<file path="src/rtl/palu_pkg.sv">
// Package: shared opcode and controller state types for the parity ALU.
// Assumes: nothing; pure type definitions.
package palu_pkg;
    typedef enum logic [1:0] {
        OP_ADD = 2'b00,
        OP_SUB = 2'b01,
        OP_AND = 2'b10,
        OP_XOR = 2'b11
    } alu_op_e;

    typedef enum logic [1:0] {
        ST_IDLE  = 2'b00,
        ST_FETCH = 2'b01,
        ST_EXEC  = 2'b10,
        ST_DEAD  = 2'b11
    } ctl_state_e;
endpackage

</file>
<file path="src/rtl/palu_datapath.sv">
// Module: palu_datapath
// Computes add, subtract, AND and XOR of two W-bit operands using an
// explicit ripple carry vector, which it exports for parity prediction.
// A single result bit can be flipped for fault injection.
// Assumes: W >= 2; purely combinational.
module palu_datapath
    import palu_pkg::*;
#(
    parameter int W = 32,
    localparam int IDX_W = $clog2(W)
) (
    input  alu_op_e          op,
    input  logic [W-1:0]     opa,
    input  logic [W-1:0]     opb,
    input  logic             inj_en,
    input  logic [IDX_W-1:0] inj_bit,
    output logic [W-1:0]     carry_vec,
    output logic [W-1:0]     result
);
    logic [W-1:0] b_eff;
    logic [W-1:0] raw;
    logic [W-1:0] flip_mask;

    // Operand B is inverted for subtraction, and the carry-in becomes 1.
    always_comb begin
        b_eff = (op == OP_SUB) ? ~opb : opb;
    end

    assign carry_vec[0] = (op == OP_SUB);

    // Carry into each bit position, one stage per bit.
    for (genvar i = 0; i < W - 1; i++) begin : g_carry
        assign carry_vec[i+1] = (opa[i] & b_eff[i]) |
                                (opa[i] & carry_vec[i]) |
                                (b_eff[i] & carry_vec[i]);
    end

    // Select the operation result.
    always_comb begin
        unique case (op)
            OP_ADD, OP_SUB: raw = opa ^ b_eff ^ carry_vec;
            OP_AND:         raw = opa & opb;
            default:        raw = opa ^ opb;
        endcase
    end

    // Optional single-bit corruption of the result.
    always_comb begin
        flip_mask = inj_en ? ({{(W-1){1'b0}}, 1'b1} << inj_bit) : '0;
        result    = raw ^ flip_mask;
    end
endmodule

</file>
<file path="src/rtl/palu_parity_pred.sv">
// Module: palu_parity_pred
// Predicts the parity of the ALU result from the operand parity bits and
// the carry vector, without recomputing the result itself.
// Assumes: parities are even (XOR of data bits); combinational.
module palu_parity_pred
    import palu_pkg::*;
#(
    parameter int W = 32
) (
    input  alu_op_e      op,
    input  logic         par_a,
    input  logic         par_b,
    input  logic [W-1:0] opa,
    input  logic [W-1:0] opb,
    input  logic [W-1:0] carry_vec,
    output logic         pred_par
);
    // Inverting W bits flips the parity when W is odd.
    localparam logic INV_FLIP = (W % 2) == 1;

    logic carry_par;
    logic or_par;

    // Parities of the carry vector and of the OR vector.
    always_comb begin
        carry_par = ^carry_vec;
        or_par    = ^(opa | opb);
    end

    // Per-operation prediction; AND uses a&b = (a^b) ^ (a|b) bitwise.
    always_comb begin
        unique case (op)
            OP_ADD:  pred_par = par_a ^ par_b ^ carry_par;
            OP_SUB:  pred_par = par_a ^ par_b ^ INV_FLIP ^ carry_par;
            OP_AND:  pred_par = par_a ^ par_b ^ or_par;
            default: pred_par = par_a ^ par_b;
        endcase
    end
endmodule

</file>
<file path="src/rtl/palu_retry_ctrl.sv">
// Module: palu_retry_ctrl
// Sequences accept, fetch and execute, counts failed attempts, and either
// refetches or enters a terminal dead state after MAX_RETRY retries.
// Assumes: attempt_bad is valid in the execute cycle; synchronous reset.
module palu_retry_ctrl
    import palu_pkg::*;
#(
    parameter int MAX_RETRY = 1,
    localparam int CNT_W = $clog2(MAX_RETRY + 2)
) (
    input  logic clk,
    input  logic rst_n,
    input  logic issue_valid,
    input  logic fetch_ack,
    input  logic attempt_bad,
    output logic issue_ready,
    output logic fetch_req,
    output logic load_ops,
    output logic clear_ops,
    output logic commit,
    output logic retried,
    output logic dead
);
    ctl_state_e       state_q;
    logic [CNT_W-1:0] fails_q;

    // State and failed-attempt counter.
    always_ff @(posedge clk) begin
        if (!rst_n) begin
            state_q <= ST_IDLE;
            fails_q <= '0;
        end else begin
            unique case (state_q)
                ST_IDLE: if (issue_valid) begin
                    state_q <= ST_FETCH;
                    fails_q <= '0;
                end
                ST_FETCH: if (fetch_ack) state_q <= ST_EXEC;
                ST_EXEC: begin
                    if (!attempt_bad) begin
                        state_q <= ST_IDLE;
                    end else if (fails_q == CNT_W'(MAX_RETRY)) begin
                        state_q <= ST_DEAD;
                    end else begin
                        state_q <= ST_FETCH;
                        fails_q <= fails_q + 1'b1;
                    end
                end
                default: state_q <= ST_DEAD;
            endcase
        end
    end

    // Decoded strobes for the datapath registers and ports.
    always_comb begin
        issue_ready = (state_q == ST_IDLE);
        fetch_req   = (state_q == ST_FETCH);
        load_ops    = fetch_req && fetch_ack;
        clear_ops   = (state_q == ST_EXEC) && attempt_bad;
        commit      = (state_q == ST_EXEC) && !attempt_bad;
        retried     = (fails_q != '0);
        dead        = (state_q == ST_DEAD);
    end
endmodule

</file>
<file path="src/rtl/parity_alu_retry.sv">
// Module: parity_alu_retry (top)
// Parity-protected ALU: operands are fetched with parity, both operand
// parities and a predicted result parity are checked in execute, and a
// failure clears the operand registers and retries from the cache.
// Assumes: the cache returns both operands in the fetch_ack cycle.
module parity_alu_retry
    import palu_pkg::*;
#(
    parameter int W         = 32,
    parameter int ADDR_W    = 12,
    parameter int MAX_RETRY = 1
) (
    input  logic                 clk,
    input  logic                 rst_n,
    input  logic                 issue_valid,
    output logic                 issue_ready,
    input  logic [1:0]           issue_op,
    input  logic [ADDR_W-1:0]    issue_addr_a,
    input  logic [ADDR_W-1:0]    issue_addr_b,
    output logic                 fetch_req,
    output logic [ADDR_W-1:0]    fetch_addr_a,
    output logic [ADDR_W-1:0]    fetch_addr_b,
    input  logic                 fetch_ack,
    input  logic [W-1:0]         fetch_data_a,
    input  logic                 fetch_par_a,
    input  logic [W-1:0]         fetch_data_b,
    input  logic                 fetch_par_b,
    input  logic                 inj_en,
    input  logic [$clog2(W)-1:0] inj_bit,
    output logic                 res_valid,
    output logic [W-1:0]         res_data,
    output logic                 res_par,
    output logic                 corr_err,
    output logic                 unrecov
);
    alu_op_e           op_q;
    logic [ADDR_W-1:0] addr_a_q, addr_b_q;
    logic [W-1:0]      opa_q, opb_q;
    logic              pa_q, pb_q;
    logic [W-1:0]      carry_vec, alu_res;
    logic              pred_par;
    logic              reg_bad, alu_bad, attempt_bad;
    logic              load_ops, clear_ops, commit, retried;

    // Instruction register, captured on accept.
    always_ff @(posedge clk) begin
        if (!rst_n) begin
            op_q     <= OP_ADD;
            addr_a_q <= '0;
            addr_b_q <= '0;
        end else if (issue_valid && issue_ready) begin
            op_q     <= alu_op_e'(issue_op);
            addr_a_q <= issue_addr_a;
            addr_b_q <= issue_addr_b;
        end
    end

    // Operand registers with parity: loaded on fill, wiped after a failure.
    always_ff @(posedge clk) begin
        if (!rst_n || clear_ops) begin
            opa_q <= '0;
            opb_q <= '0;
            pa_q  <= 1'b0;
            pb_q  <= 1'b0;
        end else if (load_ops) begin
            opa_q <= fetch_data_a;
            opb_q <= fetch_data_b;
            pa_q  <= fetch_par_a;
            pb_q  <= fetch_par_b;
        end
    end

    palu_datapath #(.W(W)) u_dp (
        .op        (op_q),
        .opa       (opa_q),
        .opb       (opb_q),
        .inj_en    (inj_en),
        .inj_bit   (inj_bit),
        .carry_vec (carry_vec),
        .result    (alu_res)
    );

    palu_parity_pred #(.W(W)) u_pred (
        .op        (op_q),
        .par_a     (pa_q),
        .par_b     (pb_q),
        .opa       (opa_q),
        .opb       (opb_q),
        .carry_vec (carry_vec),
        .pred_par  (pred_par)
    );

    // Register parity check and predicted-versus-actual result check.
    always_comb begin
        reg_bad     = ((^opa_q) != pa_q) || ((^opb_q) != pb_q);
        alu_bad     = ((^alu_res) != pred_par);
        attempt_bad = reg_bad || alu_bad;
    end

    palu_retry_ctrl #(.MAX_RETRY(MAX_RETRY)) u_ctrl (
        .clk         (clk),
        .rst_n       (rst_n),
        .issue_valid (issue_valid),
        .fetch_ack   (fetch_ack),
        .attempt_bad (attempt_bad),
        .issue_ready (issue_ready),
        .fetch_req   (fetch_req),
        .load_ops    (load_ops),
        .clear_ops   (clear_ops),
        .commit      (commit),
        .retried     (retried),
        .dead        (unrecov)
    );

    // Result register: written once per instruction, carrying predicted parity.
    always_ff @(posedge clk) begin
        if (!rst_n) begin
            res_valid <= 1'b0;
            corr_err  <= 1'b0;
            res_data  <= '0;
            res_par   <= 1'b0;
        end else begin
            res_valid <= commit;
            corr_err  <= commit && retried;
            if (commit) begin
                res_data <= alu_res;
                res_par  <= pred_par;
            end
        end
    end

    assign fetch_addr_a = addr_a_q;
    assign fetch_addr_b = addr_b_q;
endmodule

</file>
<file path="config.mk">
export PLATFORM = sky130hd
export DESIGN_NAME = parity_alu_retry
export DESIGN_NICKNAME = d
export VERILOG_FILES = /design/src/rtl/palu_pkg.sv /design/src/rtl/palu_datapath.sv /design/src/rtl/palu_parity_pred.sv /design/src/rtl/palu_retry_ctrl.sv /design/src/rtl/parity_alu_retry.sv
export SDC_FILE = /design/constraint.sdc
export NUM_CORES = 1
export LEC_CHECK = 0
export BUFFER_PORTS_ARGS = -buffer_cell sky130_fd_sc_hd__buf_2
export CORE_MARGIN = 4
export CORE_UTILIZATION = 30
export CTS_CLUSTER_SIZE = 10
export DETAILED_ROUTE_END_ITERATION = 10
export GPL_TIMING_DRIVEN = 0
export PLACE_DENSITY_LB_ADDON = 0.15
export SLEW_MARGIN = 10
export SYNTH_ARGS = -nofsm -noshare
export SYNTH_HDL_FRONTEND = slang
export SYNTH_SLANG_ARGS = --single-unit
</file>
<file path="constraint.sdc">
create_clock -name clk -period 43.2 [get_ports clk]
set_input_delay 8.64 -clock clk [delete_from_list [all_inputs] [get_ports clk]]
set_output_delay 8.64 -clock clk [all_outputs]
set_load 0.05 [all_outputs]
</file>
# Word-level counts from Yosys, hierarchy flattened
# Cells that the tools add are included.
# word_totals
ff_bits	131
latchBits	0
ram_bits	0
romBits	0
input_bits	102
out_inout_bits	62
n_memories	0
# op_classes
add_sub_neg	1
mul	0
div_mod_pow	0
n_lt_le_gt_ge	0
eq_ne	13
shift	1
muxes	13
bitwise_logic	165
n_reduce_logical	22
# ops
op	count
32-bit XOR reduction	5
32-bit bitwise XOR	4
1-bit AND	93
32-bit 2-to-1 mux	2
32-bit one-hot mux with 2 select lines	1
1-bit bitwise OR	62
32-bit AND	1
32-bit inverter	1
32-bit bitwise OR	1
1-bit by 5-bit left shift with 32-bit output, first input constant	1
2-bit 2-to-1 mux	7
2-bit by 1-bit == test with 1-bit output, second input constant	3
2-bit == test, second input constant	3
2-bit one-hot mux with 3 select lines	1
1-bit logical AND	5
2-bit zero test	2
2-bit by 1-bit != test with 1-bit output, second input constant	2
2-bit != test, second input constant	2
2-bit one-hot mux with 2 select lines	1
4-bit AND reduction	1
2-bit nonzero test	2
1-bit logical OR	3
1-bit != test	3
1-bit bitwise XOR	3
5 further kinds	6

# Longest topological paths before layout
# Gate-level depths: netlist of run 1.
# depth
ltp_word	104
depth_mapped	49
depth_no_buf	42

# Modules after synthesis
# A second synthesis of run 1 with hierarchy kept.
# unflattened
hier_cells	961
area_unflattened_um2	9059.9
# modules_own_cells
module	n_inst	cells_each	area_each_um2	seq_area_each_um2
parity_alu_retry	1	532	5400.2	2542.4
palu_datapath	1	300	2686.3	0.0
palu_parity_pred	1	99	694.4	0.0
palu_retry_ctrl	1	30	279.0	80.1

# Least setup slack after synthesis of run 1
# Ideal clock, no wire load.
# synth_path
kind	register to register
from	reg op_q[1]
to	reg res_data[0]
setup_time_ps	122
arrival_ps	17727
t_required_ps	43078
slack_ps	25351
path_stages_with_launch	49
path_cell_list	dfxtp_1 clkbuf_1 buf_2 nand2b_1 clkbuf_1 buf_1 o21ai_0 fa_1 fa_1 fa_1 fa_1 fa_1 fa_1 fa_1 fa_1 fa_1 fa_1 fa_1 (+13 left out) fa_1 fa_1 fa_1 fa_1 fa_1 fa_1 xor2_1 xnor2_1 o21ai_0 xor2_1 xor2_1 xnor2_1 xnor3_1 xor2_1 or3_1 buf_6 buf_6 mux2i_1
# synth_via
elab_chain_len	103
elab_cells_between_ends	172
# synth_rtl
item	line_no	source
start: declaration	parity_alu_retry.sv:36	alu_op_e op_q;
start signal: assignment	parity_alu_retry.sv:52	op_q <= alu_op_e'(issue_op);
2-bit by 1-bit == test with 1-bit output	-	
32-bit 2-to-1 mux	palu_datapath.sv:26	b_eff = (op == OP_SUB) ? ~opb : opb;
1-bit AND	palu_datapath.sv:33	assign carry_vec[i+1] = (opa[i] & b_eff[i]) |
1-bit bitwise OR	palu_datapath.sv:33	
1-bit bitwise OR	palu_datapath.sv:34	(opa[i] & carry_vec[i]) |
1-bit AND	palu_datapath.sv:34	
1-bit bitwise OR	palu_datapath.sv:33	
1-bit bitwise OR	palu_datapath.sv:34	
(+87 left out)	-	
32-bit bitwise XOR	palu_datapath.sv:41	OP_ADD, OP_SUB: raw = opa ^ b_eff ^ carry_vec;
32-bit one-hot mux with 2 select lines	palu_datapath.sv:40	unique case (op)
32-bit bitwise XOR	palu_datapath.sv:50	result = raw ^ flip_mask;
32-bit XOR reduction	parity_alu_retry.sv:96	alu_bad = ((^alu_res) != pred_par);
1-bit != test	parity_alu_retry.sv:96	
1-bit logical OR	parity_alu_retry.sv:97	attempt_bad = reg_bad || alu_bad;
1-bit zero test	-	
1-bit logical AND	palu_retry_ctrl.sv:60	commit = (state_q == ST_EXEC) && !attempt_bad;
end signal: assignment	parity_alu_retry.sv:126	res_data <= alu_res;
end: declaration	parity_alu_retry.sv:31	output logic [W-1:0] res_data,
# Parallel ways exist; a longest one is shown, timed or not.
# A chain may end at the register's enable or synchronous reset.

# Final worst setup path of run 1
# layout_path
from	reg op_q[1]
to	reg pa_q
# layout_via
elab_chain_len	103
elab_cells_between_ends	172
# layout_rtl
item	line_no	source
2-bit by 1-bit == test with 1-bit output	-	
32-bit 2-to-1 mux	palu_datapath.sv:26	
1-bit AND	palu_datapath.sv:33	
1-bit bitwise OR	palu_datapath.sv:33	
1-bit bitwise OR	palu_datapath.sv:34	
1-bit AND	palu_datapath.sv:34	
1-bit bitwise OR	palu_datapath.sv:33	
1-bit bitwise OR	palu_datapath.sv:34	
(+87 left out)	-	
32-bit bitwise XOR	palu_datapath.sv:41	
32-bit one-hot mux with 2 select lines	palu_datapath.sv:40	
32-bit bitwise XOR	palu_datapath.sv:50	
32-bit XOR reduction	parity_alu_retry.sv:96	
1-bit != test (*)	parity_alu_retry.sv:96	
1-bit logical OR (*)	parity_alu_retry.sv:97	
1-bit logical AND (*)	palu_retry_ctrl.sv:59	clear_ops = (state_q == ST_EXEC) && attempt_bad;
1-bit logical OR (*)	parity_alu_retry.sv:60	if (!rst_n || clear_ops) begin
end signal: assignment	parity_alu_retry.sv:68	pa_q <= fetch_par_a;
end: declaration	parity_alu_retry.sv:39	logic pa_q, pb_q;
# Every way passes the cells marked *; elsewhere a longest branch is shown, timed or not.

==> results of run 1 <==
==> area by class of cell <==
class,instances,share of cell area [%]
Buffer,62,2.63
Sequential cell,131,22.6
Clock buffer,17,3.67
Clock inverter,15,1.55
Multi-Input combinational cell,870,56.1
Tap cell,402,4.34
Timing Repair Buffer,159,6.86
Inverter,68,2.20
==> layer usage <==
metal  wire [um]  up-vias  part of all wire (%)
li1            -     3968                     -
met1       14000     3586                    50
met2       13000      123                    46
met3         859       13                   3.1
met4         214        0                  0.76
met5           0        -                     0
==> final timing paths <==
check                                    start                      endpoint  slack [ns]
setup / recovery          op_q[1]$_SDFFE_PN0P_             pa_q$_SDFFE_PP0P_       23.02
hold reg to reg   fetch_addr_a[4]$_SDFFE_PN0P_  fetch_addr_a[4]$_SDFFE_PN0P_        0.45
hold / removal    fetch_addr_a[4]$_SDFFE_PN0P_  fetch_addr_a[4]$_SDFFE_PN0P_        0.45
setup reg to reg          op_q[1]$_SDFFE_PN0P_             pa_q$_SDFFE_PP0P_       23.02
==> flip-flops by register name (all words and copies together), names as in the netlist <==
| register | count |
|---|---|
| u_ctrl.state_q | 2 |
| corr_err | 1 |
| opa_q | 32 |
| op_q | 2 |
| pb_q | 1 |
| u_ctrl.fails_q | 2 |
| opb_q | 32 |
| pa_q | 1 |
| res_data | 32 |
| fetch_addr_b | 12 |
| res_par | 1 |
| fetch_addr_a | 12 |
| res_valid | 1 |
==> cell usage in the layout (no fill, tap or decap), types with 11 or more instances in the layout <==
cell type,synthesis,routed
clkbuf_16,0,17
nand2_1,260,260
a21oi_1,106,106
clkbuf_1,41,41
mux2_2,11,11
nor2_1,20,20
mux2i_1,52,52
buf_2,10,169
fa_1,30,30
xnor2_1,192,192
dfxtp_1,131,131
mux2i_2,14,14
o21ai_0,11,11
ha_1,66,66
xor2_1,27,27
inv_1,68,68
==> where the power goes <==
group | switching, W | internal [W]
clock | 0.0000614 | 0.0000912
combinational | 0.000158 | 0.000130
sequential | 0.0000146 | 0.000132
==> cell families after synthesis <==
group | Yosys count | synth area share (%)
adders and majority gates | 96 | 14.7
and+or+nand+nor | 333 | 14.3
muxes | 93 | 11.0
DFF | 131 | 27.0
AOI/OAI and AO/OA | 126 | 6.77
buffers and inverters | 130 | 5.78
xor gates and xnor gates | 222 | 20.4
==> tightest hold or removal path, cell delays in order (launching register included) <==
cell and delay (ns):
dfxtp_1 0.31, nand2_1 0.05, a21oi_1 0.05
==> stage by stage <==
step           area [sq um]  utilization [%]  instances
3_5_place_dp          11000             34.7       1692
5_1_grt               11600             36.6       1724
2_1_floorplan          9700                -       1131
6_report              11600             36.6       1724
4_1_cts               11600             36.6       1724
3_3_place_gp          11000             34.7       1692
==> results_dict.tcl, run 1 <==
set metrics [dict create \
    antenna_found_initial 0 \
    ys_seq_elements 131 \
    dp_hpwl_um 22500 \
    synthesis.nets 1329 \
    path_clk_slew_ns 0.06 \
    syn_avg_cell_area_sq_um 8.57 \
    overflow 0 \
    status "completed" \
    hold_class "flip-flop to flip-flop" \
    drive_gt1_share_pct 18.7 \
    async_reset_ff_share_pct 0 \
    synth_top_area_share_pct 27.0 \
    vdd_drop_max_uv 41.0 \
    worstSetupPathType "flip-flop to flip-flop" \
    cts_root_buf "clkbuf_16" \
    period_share_pct 46.7 \
    drc 0 \
    grt_pass1_wl_um 44000 \
    drt_iter0_drc 254 \
    grt_pass1_vias 7681 \
    ys_warn_count 0 \
    hold-worst-slack_ns 0.451 \
    nNetsFinal 1507 \
    grt_busiest_layer "met2" \
    cp_common_cell "fa_1" \
    post_cts_buffers 0 \
    ff2ff_path_depth 48 \
    core_sq_um 31700 \
    cts.sinks 131 \
    syn_area_sq_um 9700 \
    worstHoldPathCells 2 \
    vias 7690 \
    crit_path_top_delay_cell "o31ai_1" \
    cts_tree "done" \
    maxSlewViolCount 0 \
    grtUsageMet3_pct 2.76 \
    critical_path.max_stage_delay_ns 0.72 \
    grt_start_max_net_pins 17 \
    clock.fmax_mhz 49.6 \
    grtUsageTotal_pct 15.9 \
    synth_area_leaders "dfxtp_1, xnor2_1, nand2_1" \
    ant_nets 0 \
    synth_edf_count 0 \
    cp_num_buf_inv 6 \
    cap_violations 0 \
    maxSlewHeadroom_pct 36.4 \
    fin_total_pwr_w 0.000587 \
    synth_cell_types 43 \
    critPathArrivalTime_ns 20.50 \
    tightest_slew_ns 0.954 \
    setup_tns_ns 0 \
    finClkSkew_ns 0.0141 \
    met2_usage_pct 26.2 \
    totalWireLength_um 28100 \
    clk-insertion-delay-late_ns 0.43 \
    synth_cells 1131 \
    area_growth_pct 19.6 \
    seqCellArea_sq_um 2620 \
    crit_cells 48 \
    avgRoutedWirePerCell_um 16.3 \
    n_antenna_cell 0 \
    pre_cts_ws_ns 23.01 \
    startpoint_type "flip-flop" \
    fill_cells 3399 \
    die_h_um 188 \
    cellPowerDensity_nw_per_um2 50.6 \
    ys_seq_area_share_pct 27.0 \
    ys.flop_type "dfxtp_1" \
    synth_area_leader_cell "dfxtp_1" \
    cts_inserted_buffers 17 \
    portBuffers 159 \
    viasPerCell 4.46 \
    synthMostInstantiatedCell "nand2_1" \
    fin_crit_ns 20.18 \
    ctsResizeCount 0 \
    hold_viol 0 \
    cp_max_fo 10 \
    place_congestion 0.860 \
    synthTopCellsByCount "nand2_1, xnor2_1, dfxtp_1" \
    critPathTopFamily "adder cells" \
    setup_viol 0 \
    dieArea_sq_um 35300 \
    power_leakage_nw 4.87 \
    grt_util_met1_pct 22.2 \
    multi_input_area_sq_um 6510 \
    cts-hold-fix-buffers 0 \
    fp.dieW_um 188 \
    ioPinCount 164 \
    clockBufferDepth 2 \
    cp.required_ns 43.52 \
    h-tree-depth 4 \
    dr.pass1.iters 4 \
    fin_ws_ns 23.02 \
    rsz0062_at_grt "false" \
    rows 65 \
    start_util_pct 30.6 \
    critPathCaptureType "flip-flop" \
]
No activity file was read; power rests on OpenSTA's default activity.
==> inputs of run 2 (changes only) <==
--- a/config.mk
+++ b/config.mk
@@ -5,6 +5,7 @@
 export SDC_FILE = /design/constraint.sdc
 export NUM_CORES = 1
 export LEC_CHECK = 0
+export ABC_AREA = 1
 export BUFFER_PORTS_ARGS = -buffer_cell sky130_fd_sc_hd__buf_2
 export CORE_MARGIN = 4
 export CORE_UTILIZATION = 30
==> constraint.sdc (replaced) <==
create_clock -name clk -period 17.7 [get_ports clk]
set_input_delay 3.54 -clock clk [delete_from_list [all_inputs] [get_ports clk]]
set_output_delay 3.54 -clock clk [all_outputs]
set_load 0.05 [all_outputs]
==> run 2 against run 1 <==
  * Register-to-register slack worse by 22 ns
  * Total power grew to 3.7 times the previous value
  * Clock skew is 0.0022 ns higher
  * Critical path depth is 8 higher
  * Sequential power grew to 2.8 times the previous value
  * Via count is 43% higher
  * Sequential cell count stayed put
  * Fmax is 18% higher
  * Sequential share of layout area is 2.6 points lower
  * Core utilization is 0.68 points lower
  * Area after synthesis is 15% higher
  * Hold slack better by 0.026 ns
==> results_dict.tcl, run 2 <==
set metrics [dict create \
    status "completed" \
    viasPerCell 4.53 \
    setup_viol 0 \
    start_util_pct 30.4 \
    clock.fmax_mhz 58.6 \
    async_reset_ff_share_pct 0 \
    cts_tree "done" \
    maxSlewViolCount 0 \
    clk-insertion-delay-late_ns 0.45 \
    reg_top3 "opa_q: 32 flops, opb_q: 32 flops, res_data: 32 flops" \
    rows 70 \
    ys.flop_type "dfxtp_1" \
    cp_common_cell "fa_1" \
    ys_seq_area_share_pct 23.6 \
    ant_nets 0 \
    fp.dieW_um 200 \
    p_clk_share_pct 17.3 \
    top_layer "met4" \
    dr.pass1.iters 5 \
    grt_pass1_wl_um 59000 \
    switchingPower_w 0.00112 \
    vdd_drop_max_uv 66.0 \
    synth_area_leaders "dfxtp_1, nand2_1, nor2_1" \
    cts.sinks 131 \
    worstHoldPathCells 2 \
    drive_gt1_share_pct 13.7 \
    synth_top_area_share_pct 23.6 \
    post_cts_buffers 0 \
    ff2ff_path_depth 56 \
    area_growth_pct 18.2 \
    maxSlewHeadroom_pct 37.2 \
    ys_seq_elements 131 \
    rsz0062_at_grt "false" \
    power_leakage_nw 6.95 \
    period_share_pct 96.3 \
    critPathCaptureType "flip-flop" \
    ys_warn_count 0 \
    wl_met1_um 19100 \
    hold_viol 0 \
    switching_share_pct 52.0 \
    die_h_um 200 \
    synthMostInstantiatedCell "nand2_1" \
    totalWireLength_um 37800 \
    power_frac_seq_pct 18.9 \
    grt_pass1_vias 10610 \
    finClkSkew_ns 0.0164 \
    hold_class "flip-flop to flip-flop" \
    overflow 0 \
    cap_violations 0 \
    final_cell_mix "nand2_1, nor2_1, buf_2" \
    drt_iter0_drc 603 \
    nNetsFinal 2141 \
    avgRoutedWirePerCell_um 15.6 \
    dp_hpwl_um 31500 \
    hold-worst-slack_ns 0.476 \
    crit_path_top_delay_cell "fa_2" \
    synth_cells 1765 \
    antenna_found_initial 0 \
    tightest_slew_ns 0.942 \
    fin_crit_ns 17.05 \
    met2WireLength_um 16300 \
    cts_inserted_buffers 17 \
    syn_area_sq_um 11100 \
    place_area_sq_um 12500 \
    syn_avg_cell_area_sq_um 6.30 \
    synth_area_leader_cell "dfxtp_1" \
    p_int_w 0.00103 \
    critPathArrivalTime_ns 17.39 \
    synth_edf_count 0 \
    final_common_cell "nand2_1" \
    cts_root_buf "clkbuf_16" \
    core_sq_um 36600 \
    setup_tns_ns 0 \
    drc 0 \
    grtUsageTotal_pct 18.8 \
    h-tree-depth 4 \
    cp_max_fo 10 \
    pwr-share-comb_pct 63.8 \
    path_clk_slew_ns 0.07 \
    startpoint_type "flip-flop" \
    n_antenna_cell 0 \
    critical_path.max_stage_delay_ns 0.55 \
    grt_start_max_net_pins 17 \
    fin_area_sq_um 13100 \
    dieArea_sq_um 40200 \
    dr_wl_met3_um 1750 \
    clockBufferDepth 2 \
    fin_total_pwr_w 0.00215 \
    synth_cell_types 30 \
    vias 10965 \
    fill_cells 4070 \
    portBuffers 159 \
    place_congestion 0.928 \
    cp.required_ns 18.04 \
    worstSetupPathType "flip-flop to flip-flop" \
    ioPinCount 164 \
    synthesis.nets 1963 \
    cellPowerDensity_nw_per_um2 164 \
    synthTopCellsByCount "nand2_1, nor2_1, inv_1" \
]
==> run 2: cell count changes in the layout (fill, tap and decap cells not counted), moves of 18 or more <==
cell	delta
xnor2_1	-113
nor2_1	+264
o21ai_1	+21
xor2_1	+39
clkbuf_1	-18
nand3_1	+88
inv_1	+92
a21oi_1	-101
o21ai_0	+96
nand2_1	+328
mux2i_1	-52
==> run 2: repair_timing <==
item | in CTS | in global routing
setup endpoints to repair | 105 | 105
resized for setup | 14 | 9
hold buffers | 0 | 0
==> run 2: worst max-delay path: cells and delay by family, from the launching register on <==
family	cells	cell delay, ns
xor gates and xnor gates	1	0.11
adders and majority gates	30	13.61
buffers and inverters	6	1.05
DFF	1	0.32
and+or+nand+nor	19	1.79
==> run 2: cell type report <==
| class | count | area (sq um) | share of cell area (%) |
|---|---|---|---|
| Clock buffer | 18 | 439 | 3.34 |
| Tap cell | 468 | 586 | 4.46 |
| Inverter | 174 | 656 | 4.99 |
| Timing Repair Buffer | 159 | 796 | 6.06 |
| Multi-Input combinational cell | 1395 | 7500 | 57.1 |
| Clock inverter | 13 | 149 | 1.13 |
| Sequential cell | 131 | 2620 | 20.0 |
| Buffer | 65 | 392 | 2.98 |
==> run 2: worst paths after layout <==
kind                             from                        to  slack, ns
max reg2reg      op_q[1]$_SDFFE_PN0P_    opb_q[29]$_SDFFE_PP0P_       0.65
max              op_q[1]$_SDFFE_PN0P_    opb_q[29]$_SDFFE_PP0P_       0.65
min          res_data[0]$_SDFFE_PN0P_  res_data[0]$_SDFFE_PN0P_       0.48
min reg2reg  res_data[0]$_SDFFE_PN0P_  res_data[0]$_SDFFE_PN0P_       0.48
==> run 2: power groups by stage <==
| stage | combinational (W) | clock [W] | sequential, W |
|---|---|---|---|
| 3_5_place_dp | 0.00137 | 0 | 0.000414 |
| 4_1_cts | 0.00137 | 0.000383 | 0.000407 |
| 6_report | 0.00137 | 0.000372 | 0.000407 |
| 3_3_place_gp | 0.00135 | 0 | 0.000412 |
| 5_1_grt | 0.00156 | 0.000395 | 0.000417 |
| 2_1_floorplan | 0.000930 | 0 | 0.000493 |
==> run 2: layer usage <==
metal | global-route usage, % | up-vias
met5 | 0 | -
met4 | 5.09 | 0
met3 | 3.39 | 40
met2 | 29.5 | 260
met1 | 26.6 | 4898
li1 | - | 5767
==> run 2: cell families after synthesis <==
logic type	share of synthesized area, %
DFF	23.6
buffers and inverters	9.22
and+or+nand+nor	36.9
AOI/OAI and AO/OA	6.05
adders and majority gates	12.8
xor gates and xnor gates	11.4
==> run 2: metrics by stage <==
stage                     worst slack (ns)  utilization, %  instances
final                                0.649            35.9       2423
after global routing               0.00341            35.9       2423
after CTS                           0.0460            35.8       2423
after detailed placement            -0.985            34.1       2392
after global placement              -0.927            34.1       2392
after floorplan                      0.703               -       1765
==> inputs of run 3 (changes only) <==
--- a/config.mk
+++ b/config.mk
@@ -13,7 +13,9 @@
 export DETAILED_ROUTE_END_ITERATION = 10
 export GPL_TIMING_DRIVEN = 0
 export PLACE_DENSITY_LB_ADDON = 0.15
+export RECOVER_POWER = 50
 export SLEW_MARGIN = 10
 export SYNTH_ARGS = -nofsm -noshare
 export SYNTH_HDL_FRONTEND = slang
+export SYNTH_HIERARCHICAL = 1
 export SYNTH_SLANG_ARGS = --single-unit
==> constraint.sdc (replaced) <==
create_clock -name clk -period 17.7 [get_ports clk]
set_input_delay 5.31 -clock clk [delete_from_list [all_inputs] [get_ports clk]]
set_output_delay 5.31 -clock clk [all_outputs]
set_load 0.05 [all_outputs]
==> run 3 against run 2 <==
  * Core utilization is 0.28 points higher
  * Sequential share of layout area is 0.77 points lower
  * Critical path type unchanged
  * Final area is 4.2% higher
  * Total power is 37% lower
  * Routed wire length is 2.5% lower
  * Critical endpoint is now opa_q[6]$_SDFFE_PP0P_
  * Hold slack better by 0.0021 ns
  * Clock skew is 0.0042 ns lower
  * Sequential power is 13% lower
==> results_dict.tcl, run 3 <==
set metrics [dict create \
    path_clk_slew_ns 0.06 \
    cap_violations 0 \
    clk-insertion-delay-late_ns 0.45 \
    maxSlewViolCount 0 \
    finClkSkew_ns 0.0122 \
    avgRoutedWirePerCell_um 13.7 \
    pwr-share-comb_pct 46.3 \
    ys_warn_count 6 \
    cts.sinks 131 \
    setup_viol 0 \
    synth_cells 1991 \
    clock.fmax_mhz 59.7 \
    switching_share_pct 44.5 \
    grt_pass1_wl_um 57100 \
    worstSetupPathType "flip-flop to flip-flop" \
    async_reset_ff_share_pct 0 \
    viasPerCell 4.46 \
    grt_pass1_vias 11127 \
    stdcell_count 2698 \
    pre_cts_ws_ns -1.86 \
    synth_top_area_share_pct 31.5 \
    critPathCaptureType "flip-flop" \
    synthMostInstantiatedCell "nand2_1" \
    ys_seq_area_share_pct 22.6 \
    p_clk_share_pct 27.4 \
    dp_cells 2665 \
    die_h_um 204 \
    cellPowerDensity_nw_per_um2 99.0 \
    clockBufferDepth 2 \
    n_antenna_cell 0 \
    synthesis.nets 2157 \
    cp_max_fo 11 \
    tightest_slew_ns 0.759 \
    totalWireLength_um 36900 \
    nNetsFinal 2340 \
    vdd_drop_max_uv 66.0 \
    cp.required_ns 18.08 \
    rsz0062_at_grt "false" \
    drc 0 \
    cts_tree "done" \
    start_util_pct 30.6 \
    vias 12039 \
    drt_iter0_drc 713 \
    power_frac_seq_pct 26.3 \
    dr.pass1.iters 5 \
    rows 71 \
    final_cell_mix "nand2_1, inv_1, nor2_1" \
    ys.flop_type "dfxtp_1" \
    portBuffers 163 \
    fp.dieW_um 204 \
    cts_inserted_buffers 17 \
    overflow 0 \
    reg_top3 "opa_q: 32 flops, opb_q: 32 flops, res_data: 32 flops" \
    switchingPower_w 0.000603 \
    cts_root_buf "clkbuf_16" \
    ant_nets 0 \
    syn_avg_cell_area_sq_um 5.82 \
    place_congestion 0.843 \
    fin_crit_ns 16.75 \
    critPathArrivalTime_ns 17.13 \
    h-tree-depth 4 \
    cp_common_cell "fa_2" \
    synthTopCellsByCount "nand2_1, inv_1, nor2_1" \
    maxSlewHeadroom_pct 49.4 \
    ioPinCount 164 \
    grt_start_max_net_pins 17 \
    crit_path_top_delay_cell "fa_1" \
    grtUsageTotal_pct 17.3 \
    synth_area_leader_cell "nand2_1" \
    critical_path.max_stage_delay_ns 0.52 \
    drive_gt1_share_pct 12.3 \
    synth_edf_count 0 \
    core_sq_um 37800 \
    synth_cell_types 34 \
    area_growth_pct 18.2 \
    fill_cells 4248 \
    startpoint_type "flip-flop" \
    ys_seq_elements 131 \
    hold_viol 0 \
    p_int_w 0.000752 \
    hold_class "flip-flop to flip-flop" \
    status "completed" \
    dieArea_sq_um 41800 \
    antenna_found_initial 0 \
    final_common_cell "nand2_1" \
    period_share_pct 94.6 \
    dp_hpwl_um 30200 \
    synth_area_leaders "nand2_1, dfxtp_1, inv_1" \
    syn_area_sq_um 11600 \
    power_leakage_nw 7.28 \
    fin_ws_ns 0.951 \
]
## run 3: layer usage
layer | track usage, % | share of wire [%]
met1 | 22.3 | 47
met2 | 30.1 | 47
met3 | 3.02 | 4.7
met4 | 4.59 | 1.3
met5 | 0 | 0
## run 3: what timing repair did
action / CTS / global route
hold buffers: 0 / 0
pin swaps: 0 / 1
buffers inserted: 0 / 1
endpoints found under the setup margin: 105 / 105
gates resized for setup: 34 / 14
## run 3: worst paths after layout
path,to,start,cells after the start,slack [ns]
min,fetch_addr_b[8]$_SDFFE_PN0P_,fetch_addr_b[8]$_SDFFE_PN0P_,2,0.48
min reg2reg,fetch_addr_b[8]$_SDFFE_PN0P_,fetch_addr_b[8]$_SDFFE_PN0P_,2,0.48
max,opa_q[6]$_SDFFE_PP0P_,op_q[0]$_SDFFE_PN0P_,64,0.95
max reg2reg,opa_q[6]$_SDFFE_PP0P_,op_q[0]$_SDFFE_PN0P_,64,0.95
## run 3: critical path, delay by kind of cell, from the launching register on
family | cells | cell delay (ns)
simple gates | 22 | 2.14
buf+inv | 10 | 1.21
fa+ha+maj | 30 | 12.61
compound gates | 1 | 0.14
flops | 1 | 0.44
xor+xnor | 1 | 0.15
## run 3: kinds of logic after synthesis
group,share of synthesized area (%)
xor+xnor,8.47
flops,22.6
simple gates,42.9
fa+ha+maj,8.86
compound gates,7.48
buf+inv,9.65
## run 3: cell type report
cell class | count | area [sq um] | share of cell area [%]
timing repair buffer | 164 | 744 | 5.44
inverter | 227 | 857 | 6.26
tap | 511 | 639 | 4.67
sequential | 131 | 2630 | 19.2
clock inverter | 11 | 151 | 1.11
buffer | 55 | 297 | 2.17
clock buffer | 21 | 460 | 3.36
multi-input combinational | 1578 | 7920 | 57.8
## run 3: metrics by stage
stage                     total power [W]  TNS (ns)  hold WS (ns)  instance area, sq um  utilization, %
after floorplan                  0.000822         0         0.452                 11600               -
after global placement           0.000972   -152.35         0.458                 13000            34.5
after detailed placement         0.000985   -166.99         0.467                 13000            34.5
after CTS                         0.00137         0         0.481                 13700            36.3
after global routing              0.00147         0         0.498                 13700            36.2
final                             0.00135         0         0.478                 13700            36.2
## run 3: power by group through the flow
stage	Sequential (W)	Combinational (W)	Clock (W)
finish	0.000356	0.000628	0.000372
global route	0.000360	0.000715	0.000392
CTS	0.000356	0.000631	0.000383
detailed placement	0.000362	0.000623	0
global placement	0.000361	0.000611	0
floorplan	0.000387	0.000434	0
